## src/rtl/swrst_pkg.sv

```systemverilog
// Shared types for the switch soft-reset sequencer.
package swrst_pkg;

    // Result code reported with the done pulse.
    typedef enum logic [1:0] {
        ST_OK      = 2'b00,
        ST_TIMEOUT = 2'b01,
        ST_BUSERR  = 2'b10
    } swrst_status_e;

    // Sequencer phases.
    typedef enum logic [3:0] {
        S_IDLE,
        S_PORT_RD,
        S_PORT_WR,
        S_DRAIN,
        S_GLB_RD,
        S_GLB_WR,
        S_POLL,
        S_POLL_WAIT,
        S_FIN
    } swrst_state_e;

endpackage

```

## src/rtl/swrst_tick.sv

```systemverilog
// Millisecond time base.
// Emits a one-cycle tick every TICK_DIV cycles, counted from the cycle after
// clr drops. While clr is high the counter holds at zero and no tick is emitted.
// Assumes TICK_DIV >= 1.
module swrst_tick #(
    parameter int unsigned TICK_DIV = 50000
) (
    input  logic clk,
    input  logic rst_n,
    input  logic clr,
    output logic tick
);
    localparam int unsigned CW = (TICK_DIV > 1) ? $clog2(TICK_DIV) : 1;
    localparam logic [CW-1:0] LAST = CW'(TICK_DIV - 1);

    logic [CW-1:0] cnt;

    // Divider counter: restarts on clear or when it wraps.
    always_ff @(posedge clk) begin
        if (!rst_n || clr) begin
            cnt <= '0;
        end else if (cnt == LAST) begin
            cnt <= '0;
        end else begin
            cnt <= cnt + 1'b1;
        end
    end

    assign tick = !clr && (cnt == LAST);
endmodule

```

## src/rtl/swrst_rmw.sv

```systemverilog
// Modify stage of the read-modify-write accesses.
// In port mode it replaces the state field with the disabled value.
// In trigger mode it sets the reset bit. All other bits pass through.
// Purely combinational.
module swrst_rmw #(
    parameter int unsigned DATA_W    = 16,
    parameter int unsigned FIELD_LSB = 0,
    parameter int unsigned FIELD_W   = 2,
    parameter int unsigned FIELD_VAL = 0,
    parameter int unsigned TRIG_BIT  = 15
) (
    input  logic [DATA_W-1:0] rd_data,
    input  logic              sel_trig,
    output logic [DATA_W-1:0] wr_data
);
    localparam logic [DATA_W-1:0] FIELD_MASK =
        ((DATA_W'(1) << FIELD_W) - DATA_W'(1)) << FIELD_LSB;
    localparam logic [DATA_W-1:0] FIELD_SET =
        (DATA_W'(FIELD_VAL) << FIELD_LSB) & FIELD_MASK;
    localparam logic [DATA_W-1:0] TRIG_MASK = DATA_W'(1) << TRIG_BIT;

    // Choose between the port-disable merge and the reset-bit set.
    always_comb begin
        if (sel_trig) begin
            wr_data = rd_data | TRIG_MASK;
        end else begin
            wr_data = (rd_data & ~FIELD_MASK) | FIELD_SET;
        end
    end
endmodule

```

## src/rtl/swrst_seq.sv

```systemverilog
// Control FSM of the soft-reset sequencer.
// It runs the port pass, the drain wait, the reset trigger and the polling.
// Assumes a responder that answers each request with a single-cycle ack
// (with err and rdata valid in that cycle), and a tick source that holds
// while tick_clr is high.
module swrst_seq
    import swrst_pkg::*;
#(
    parameter int unsigned MAX_PORTS  = 11,
    parameter int unsigned CNT_W      = 4,
    parameter int unsigned ADDR_W     = 5,
    parameter int unsigned REG_W      = 5,
    parameter int unsigned DATA_W     = 16,
    parameter int unsigned PORT_BASE  = 16,
    parameter int unsigned GLOBAL_DEV = 27,
    parameter int unsigned CTRL_REG   = 4,
    parameter int unsigned TRIG_BIT   = 15,
    parameter int unsigned DRAIN_MS   = 2,
    parameter int unsigned POLL_MAX   = 1000
) (
    input  logic                clk,
    input  logic                rst_n,
    input  logic                start,
    input  logic [CNT_W-1:0]    port_count,
    input  logic                tick,
    output logic                tick_clr,
    output logic                bus_req,
    output logic                bus_we,
    output logic [ADDR_W-1:0]   bus_dev,
    output logic [REG_W-1:0]    bus_reg,
    input  logic                bus_ack,
    input  logic                bus_err,
    input  logic [DATA_W-1:0]   bus_rdata,
    output logic [DATA_W-1:0]   hold_data,
    output logic                rmw_trig,
    output logic                busy,
    output logic                done,
    output swrst_status_e       status
);
    localparam int unsigned PIDX_W = $clog2(MAX_PORTS + 1);
    localparam int unsigned DC_W   = $clog2(DRAIN_MS + 1);
    localparam int unsigned PC_W   = $clog2(POLL_MAX + 1);
    localparam logic [PIDX_W-1:0] MAX_IDX = PIDX_W'(MAX_PORTS);
    localparam logic [DC_W-1:0]   DC_LAST = DC_W'(DRAIN_MS - 1);
    localparam logic [PC_W-1:0]   PC_LAST = PC_W'(POLL_MAX - 1);

    swrst_state_e        state;
    logic [PIDX_W-1:0]   port_idx;
    logic [PIDX_W-1:0]   port_last;
    logic [PIDX_W-1:0]   eff_cnt;
    logic [DATA_W-1:0]   hold;
    logic [DC_W-1:0]     drain_cnt;
    logic [PC_W-1:0]     poll_cnt;
    swrst_status_e       status_q;
    logic                port_phase;

    // Clamp the requested port count to the number of ports that exist.
    always_comb begin
        if (int'(port_count) > int'(MAX_PORTS)) begin
            eff_cnt = MAX_IDX;
        end else begin
            eff_cnt = PIDX_W'(port_count);
        end
    end

    // Sequence state, port walk, drain and poll counters.
    always_ff @(posedge clk) begin
        if (!rst_n) begin
            state     <= S_IDLE;
            port_idx  <= '0;
            port_last <= '0;
            hold      <= '0;
            drain_cnt <= '0;
            poll_cnt  <= '0;
            status_q  <= ST_OK;
        end else begin
            case (state)
                S_IDLE: begin
                    if (start) begin
                        port_idx <= '0;
                        if (eff_cnt == '0) begin
                            state <= S_DRAIN;
                        end else begin
                            port_last <= eff_cnt - 1'b1;
                            state     <= S_PORT_RD;
                        end
                    end
                end
                S_PORT_RD: begin
                    if (bus_ack) begin
                        if (bus_err) begin
                            status_q <= ST_BUSERR;
                            state    <= S_FIN;
                        end else begin
                            hold  <= bus_rdata;
                            state <= S_PORT_WR;
                        end
                    end
                end
                S_PORT_WR: begin
                    if (bus_ack) begin
                        if (bus_err) begin
                            status_q <= ST_BUSERR;
                            state    <= S_FIN;
                        end else if (port_idx == port_last) begin
                            state <= S_DRAIN;
                        end else begin
                            port_idx <= port_idx + 1'b1;
                            state    <= S_PORT_RD;
                        end
                    end
                end
                S_DRAIN: begin
                    if (tick) begin
                        if (drain_cnt == DC_LAST) begin
                            drain_cnt <= '0;
                            state     <= S_GLB_RD;
                        end else begin
                            drain_cnt <= drain_cnt + 1'b1;
                        end
                    end
                end
                S_GLB_RD: begin
                    if (bus_ack) begin
                        if (bus_err) begin
                            status_q <= ST_BUSERR;
                            state    <= S_FIN;
                        end else begin
                            hold  <= bus_rdata;
                            state <= S_GLB_WR;
                        end
                    end
                end
                S_GLB_WR: begin
                    if (bus_ack) begin
                        if (bus_err) begin
                            status_q <= ST_BUSERR;
                            state    <= S_FIN;
                        end else begin
                            poll_cnt <= '0;
                            state    <= S_POLL;
                        end
                    end
                end
                S_POLL: begin
                    if (bus_ack) begin
                        if (bus_err) begin
                            status_q <= ST_BUSERR;
                            state    <= S_FIN;
                        end else if (!bus_rdata[TRIG_BIT]) begin
                            status_q <= ST_OK;
                            state    <= S_FIN;
                        end else if (poll_cnt == PC_LAST) begin
                            status_q <= ST_TIMEOUT;
                            state    <= S_FIN;
                        end else begin
                            poll_cnt <= poll_cnt + 1'b1;
                            state    <= S_POLL_WAIT;
                        end
                    end
                end
                S_POLL_WAIT: begin
                    if (tick) begin
                        state <= S_POLL;
                    end
                end
                S_FIN: begin
                    state <= S_IDLE;
                end
                default: begin
                    state <= S_IDLE;
                end
            endcase
        end
    end

    // Bus request fields decoded from the current phase.
    always_comb begin
        port_phase = (state == S_PORT_RD) || (state == S_PORT_WR);
        bus_req    = port_phase || (state == S_GLB_RD) || (state == S_GLB_WR) ||
                     (state == S_POLL);
        bus_we     = (state == S_PORT_WR) || (state == S_GLB_WR);
        bus_dev    = port_phase ? (ADDR_W'(PORT_BASE) + ADDR_W'(port_idx))
                                : ADDR_W'(GLOBAL_DEV);
        bus_reg    = REG_W'(CTRL_REG);
        rmw_trig   = (state == S_GLB_WR);
        hold_data  = hold;
    end

    // Handshake outputs and time-base control.
    always_comb begin
        tick_clr = !((state == S_DRAIN) || (state == S_POLL_WAIT));
        busy     = !((state == S_IDLE) || (state == S_FIN));
        done     = (state == S_FIN);
        status   = status_q;
    end
endmodule

```

## src/rtl/swrst_sequencer.sv

```systemverilog
// Top of the switch soft-reset sequencer.
// Ties together the time base, the control FSM and the modify stage.
// Assumes one responder on the register bus that answers each held request
// with a single-cycle ack. TICK_DIV is the number of clock cycles per millisecond.
module swrst_sequencer
    import swrst_pkg::*;
#(
    parameter int unsigned MAX_PORTS  = 11,
    parameter int unsigned CNT_W      = 4,
    parameter int unsigned ADDR_W     = 5,
    parameter int unsigned REG_W      = 5,
    parameter int unsigned DATA_W     = 16,
    parameter int unsigned PORT_BASE  = 16,
    parameter int unsigned GLOBAL_DEV = 27,
    parameter int unsigned CTRL_REG   = 4,
    parameter int unsigned FIELD_LSB  = 0,
    parameter int unsigned FIELD_W    = 2,
    parameter int unsigned FIELD_VAL  = 0,
    parameter int unsigned TRIG_BIT   = 15,
    parameter int unsigned TICK_DIV   = 50000,
    parameter int unsigned DRAIN_MS   = 2,
    parameter int unsigned POLL_MAX   = 1000
) (
    input  logic              clk,
    input  logic              rst_n,
    input  logic              start,
    input  logic [CNT_W-1:0]  port_count,
    output logic              bus_req,
    output logic              bus_we,
    output logic [ADDR_W-1:0] bus_dev,
    output logic [REG_W-1:0]  bus_reg,
    output logic [DATA_W-1:0] bus_wdata,
    input  logic              bus_ack,
    input  logic              bus_err,
    input  logic [DATA_W-1:0] bus_rdata,
    output logic              busy,
    output logic              done,
    output logic [1:0]        status
);
    logic              tick;
    logic              tick_clr;
    logic [DATA_W-1:0] hold_data;
    logic              rmw_trig;
    swrst_status_e     status_e;

    swrst_tick #(
        .TICK_DIV (TICK_DIV)
    ) u_tick (
        .clk   (clk),
        .rst_n (rst_n),
        .clr   (tick_clr),
        .tick  (tick)
    );

    swrst_seq #(
        .MAX_PORTS  (MAX_PORTS),
        .CNT_W      (CNT_W),
        .ADDR_W     (ADDR_W),
        .REG_W      (REG_W),
        .DATA_W     (DATA_W),
        .PORT_BASE  (PORT_BASE),
        .GLOBAL_DEV (GLOBAL_DEV),
        .CTRL_REG   (CTRL_REG),
        .TRIG_BIT   (TRIG_BIT),
        .DRAIN_MS   (DRAIN_MS),
        .POLL_MAX   (POLL_MAX)
    ) u_seq (
        .clk        (clk),
        .rst_n      (rst_n),
        .start      (start),
        .port_count (port_count),
        .tick       (tick),
        .tick_clr   (tick_clr),
        .bus_req    (bus_req),
        .bus_we     (bus_we),
        .bus_dev    (bus_dev),
        .bus_reg    (bus_reg),
        .bus_ack    (bus_ack),
        .bus_err    (bus_err),
        .bus_rdata  (bus_rdata),
        .hold_data  (hold_data),
        .rmw_trig   (rmw_trig),
        .busy       (busy),
        .done       (done),
        .status     (status_e)
    );

    swrst_rmw #(
        .DATA_W    (DATA_W),
        .FIELD_LSB (FIELD_LSB),
        .FIELD_W   (FIELD_W),
        .FIELD_VAL (FIELD_VAL),
        .TRIG_BIT  (TRIG_BIT)
    ) u_rmw (
        .rd_data  (hold_data),
        .sel_trig (rmw_trig),
        .wr_data  (bus_wdata)
    );

    assign status = status_e;
endmodule

```

## config.mk

```make
export PLATFORM = sky130hd
export DESIGN_NAME = swrst_sequencer
export DESIGN_NICKNAME = d
export VERILOG_FILES = /design/src/rtl/swrst_pkg.sv /design/src/rtl/swrst_tick.sv /design/src/rtl/swrst_rmw.sv /design/src/rtl/swrst_seq.sv /design/src/rtl/swrst_sequencer.sv
export SDC_FILE = /design/constraint.sdc
export NUM_CORES = 1
export LEC_CHECK = 0
export BUFFER_PORTS_ARGS = -buffer_cell sky130_fd_sc_hd__buf_2
export CORE_MARGIN = 5
export CORE_UTILIZATION = 35
export DETAILED_ROUTE_END_ITERATION = 10
export PLACE_DENSITY_LB_ADDON = 0.3
export SLEW_MARGIN = 20
export SYNTH_ARGS = -nofsm -noshare
export SYNTH_HDL_FRONTEND = slang
export SYNTH_HIERARCHICAL = 1
export SYNTH_SLANG_ARGS = --single-unit
```

## constraint.sdc

```tcl
create_clock -name clk -period 2.1 [get_ports clk]
set_clock_uncertainty 0.15 [all_clocks]
set_input_delay 0 -clock clk [delete_from_list [all_inputs] [get_ports clk]]
set_output_delay 0 -clock clk [all_outputs]
set_load 0.02 [all_outputs]
```

Word level (Yosys, flattened, before mapping)
Cells that the tools add are included.
{ "op_classes": {"eq_ne": 30, "reduce_logical": 27, "add_sub_neg": 6, "mux": 42, "magnitude_cmp": 1, "bitwise": 2} }
{ "op_table": {"columns": ["op", "n"], "rows": [
  ["$mux 4", 21],
  ["$mux 10", 6],
  ["$pmux 4 s8", 1],
  ["$ne 2x2->1 const B", 14],
  ["$pmux 10 s2", 1],
  ["$mux 2", 9],
  ["$add 16x1->16 const B", 1],
  ["$eq 16x16->1 const B", 1],
  ["$eq 4x3->1 const B", 4],
  ["$mux 16", 1],
  ["$add 10x1->10 const B", 1],
  ["$eq 10x10->1 const B", 1],
  ["$reduce_and 5->1", 2],
  ["$reduce_and 9->1", 1],
  ["$eq 4x2->1 const B", 2],
  ["$logic_not 4->1", 2],
  ["$logic_or 1x1->1", 8],
  ["$pmux 4 s2", 1],
  ["$reduce_and 7->1", 1],
  ["$ne 2x1->1 const B", 3],
  ["$reduce_and 3->1", 2],
  ["$reduce_bool 2->1", 3],
  ["$add 5x4->5 const A", 1],
  ["$mux 5", 1],
  ["16 further kinds", 20]
]} }
{ "totals": {"input_bits": 25, "reg_bits": 58, "out_inout_bits": 32} }

Logic depth before layout (Yosys ltp)
{ "logic_depth": {"depth_word": 6, "ltp_mapped": 9, "mapped_depth_nobuf": 9} }

Hierarchy
The synthesis kept the hierarchy.
{ "modules_own_cells": {"columns": ["module", "cells_per_inst", "seq_area_each_um2", "area_each_um2", "instances"], "rows": [
  ["swrst_seq", 257, 840.8, 2219.6, 1],
  ["swrst_tick", 82, 320.3, 780.7, 1],
  ["swrst_rmw", 16, 0.0, 118.9, 1]
]} }

Worst setup path before layout
Ideal clock, no wire load.
{ "synth_timing": {"kind": "reg2reg", "from": "register u_tick.cnt[0]", "to": "register u_seq.state[0]", "period_less_slack_ns": 2.193, "path_stages_with_launch": 10, "setup_slack_ns": -0.093, "arrival_ns": 1.950, "cell_sequence": "dfxtp_1 > ha_1 > and3_2 > nand4_1 > nor2_1 > nand3b_1 > a21oi_1 > a311oi_2 > nand2_1 > o32ai_1"} }
{ "synth_between": {"elab_chain_cells": 4, "word_cells_on_any_way": 5} }
{ "synth_lines": {"columns": ["item", "line_no", "rtl"], "rows": [
  ["start, declared", "swrst_tick.sv:16", "logic [CW-1:0] cnt;"],
  ["start signal, assigned", "swrst_tick.sv:25", "cnt <= cnt + 1'b1;"],
  ["$eq 16x16->1 (*)", "swrst_tick.sv:29", "assign tick = !clr && (cnt == LAST);"],
  ["$logic_and 1x1->1 (*)", "swrst_tick.sv:29", null],
  ["via tick", "swrst_sequencer.sv:40", "logic tick;"],
  ["$ne 2x2->1 (no source line)", null, null],
  ["$reduce_and 9->1 (no source line) (*)", null, null],
  ["end signal, assigned", "swrst_seq.sv:69", "state <= S_IDLE;"],
  ["end signal, assigned", "swrst_seq.sv:82", "state <= S_DRAIN;"],
  ["end signal, assigned", "swrst_seq.sv:85", "state <= S_PORT_RD;"],
  ["end, declared", "swrst_seq.sv:47", "swrst_state_e state;"]
]} }
The timed path passes the listed nets; every way through them passes the cells marked *.
A chain may end at the register's enable or synchronous reset.

Final worst setup path
{ "layout_timing": {"from": "register u_tick.cnt[1]", "to": "register u_seq.state[1]"} }
The elaborated chain is that of the path after synthesis.

==> flow_summary.toml <==
[run_status]
status = "completed"

[clock_tree]
htree_levels = 3
clockRootBuffer = "clkbuf_8"
cts.sinks = 58
path_clk_slew_ns = 0.06
cts_inserted_buffers = 9
insertion_delay_ns = 0.33
clock_path_buffers = 2
cts_tree = "done"

[global_route]
grt_usage_pct = 13.5
grt_pass1_vias = 2741
grt_max_degree = 27
grt_pass1_wl_mm = 12.6
antenna_found_initial = 0
overflow = 0

[setup_path]
crit_type = "register to register"
arrival_ns = 2.20
crit_start = "u_tick/cnt[1]"
r2r_start = "u_tick/cnt[1]"
critPathLaunchType = "register"
critPathCapture = "u_seq/state[1]"
critPathMaxFanout = 3
r2r_slack_ns = 0.009
end_kind = "register"
required_ns = 2.21
r2r_cells = 10
timing.rr.end = "u_seq/state[1]"

[final_layout]
n_antenna_cell = 0
drive_gt1_share_pct = 30.9
finalNonFillerCells = 564
layout.nets = 481
finalInstanceArea_um2 = 4110
postLayoutCoreUtil_pct = 47.1
final_cell_mix = "nor2_1, dfxtp_1, buf_2, buf_4, dlygate4sd3_1"
fillers = 849
syn2layout_area_growth_pct = 31.6

[power_and_ir_drop]
finalPower_mw = 3.11
power_leakage_nw = 1.74
p_per_area_nw_per_um2 = 759
peakVddDrop_mv = 0.394

[die]
initial_core_util_pct = 35.8
boundaryPins = 57
die_h_um = 104
die-area_um2 = 10900
core_area_um2 = 8720
rows = 34
die_x_um = 104

[place]
placed_area_um2 = 3610
dp.final_hpwl_mm = 5.04
place.gp.congestion = 0.785
place_inst = 521
place_ws_ns = -0.0449
portBuffers = 50

[route]
final_antenna_net_count = 0
via_per_inst = 4.93
drtIter0Drc = 64
vias = 2779
wl_per_cell_um = 12.6
route.detailed.drc = 0
finalWirelength_mm = 7.11
dr.pass1.iters = 4

[sta]
tns_ns = 0
layout_setup_ws_ns = 0.00923
finalMaxSlewViolations = 0
rsz0062_at_grt = "true"
max_freq_mhz = 478
finalSetupViolCount = 0
period_minus_slack_ns = 2.09
finalHoldViolations = 0
post-route-period-util_pct = 99.6
fin_hold_ws_ns = 0.0398

[logic_synthesis]
synth_ff_type = "dfxtp_1"
ys_ff_latch = 58
synth_cells = 355
synth_enable_flop_cells = 0
synth_area_um2 = 3120
avgSynthCellArea_um2 = 8.79
ys_types = 68
yosysSeqAreaShare_pct = 37.2
yosys_warnings = 6
async_flop_share_pct = 0

[flow_run]
drv_cap = 0

[worst_hold_path]
min_from = "port_count[1]"
hp-class = "primary input to register"
registers in the layout (all words and copies together), names as in the netlist:
signal           cells
u_seq/drain_cnt      2
u_seq/port_idx       4
u_tick/cnt          16
u_seq/poll_cnt      10
u_seq/state          4
u_seq/port_last      4
u_seq/hold_data     16
u_seq/status         2
critical path, cell delays in order, from the launching register on:
cell and delay (ns):
dfxtp_2 0.35, ha_4 0.13, and3_4 0.19, nand4_1 0.13, nor2_2 0.15, nand3b_1 0.14
a21oi_2 0.06, a311oi_2 0.30, buf_4 0.19, nand3b_1 0.08, o22ai_1 0.15
timing repair:
item	4_1_cts	5_1_grt
hold buffers	25	0
gates cloned	0	0
pin swaps	1	6
endpoints found under the hold margin	28	0
setup buffers	0	2
setup endpoints to repair	2	10
resized for setup	2	10
logic make-up after synthesis:
| group | Yosys count | synth area share [%] |
|---|---|---|
| AO/OA/AOI/OAI | 41 | 9.83 |
| XOR/XNOR | 27 | 7.58 |
| adder cells (fa/ha/maj) | 6 | 2.33 |
| buffers and inverters | 45 | 8.34 |
| flip-flops | 58 | 37.2 |
| multiplexers | 21 | 6.74 |
| other | 2 | 0.241 |
| AND/OR/NAND/NOR | 155 | 27.7 |
worst min path at each step:
stage	cells after the start	to	slack (ns)
after global placement	3	u_seq/hold_data[8]	0.08
after detailed placement	3	u_seq/hold_data[6]	0.09
after floorplan	2	u_seq/hold_data[0]	-0.006
final	4	u_seq/port_last[1]	0.04
after CTS	4	u_seq/port_last[1]	0.03
after global routing	4	u_seq/port_last[1]	0.07
layer usage:
layer  share of wire [%]  track usage (%)  vias up
li1                    -                -     1408
met1                  45             16.8     1312
met2                  49             22.4       49
met3                 5.0             4.84       10
met4                0.94             2.96        0
met5                   0                0        -
cells in the mapped netlist (all sizes together) (7+ instances only):
cell type,instances,area [um^2]
nor2,59,229
dfxtp,58,1160
buf,26,189
nand2,22,82.6
mux2i,21,210
xnor2,17,149
nand3,14,87.6
inv,11,41.3
a21oi,10,61.3
xor2,10,87.6
nand4,9,62.6
clkbuf,7,26.3
final cells by class:
type / count / area (um^2) / area share (%)
clock buffers: 11 / 141 / 3.44
clock inverters: 5 / 30.0 / 0.731
inverters: 12 / 45.0 / 1.10
multi-input cells: 256 / 1800 / 43.7
flip-flops and latches: 58 / 1170 / 28.4
well taps: 108 / 135 / 3.29
repair buffers: 114 / 793 / 19.3
report_power, final:
group          switching, mW  internal (mW)  leakage [nW]
Sequential            0.0546           1.16         0.471
Combinational          0.533          0.474          1.18
Clock                  0.437          0.453        0.0851
Total                   1.02           2.09          1.74
No activity file was read; power rests on OpenSTA's default activity.
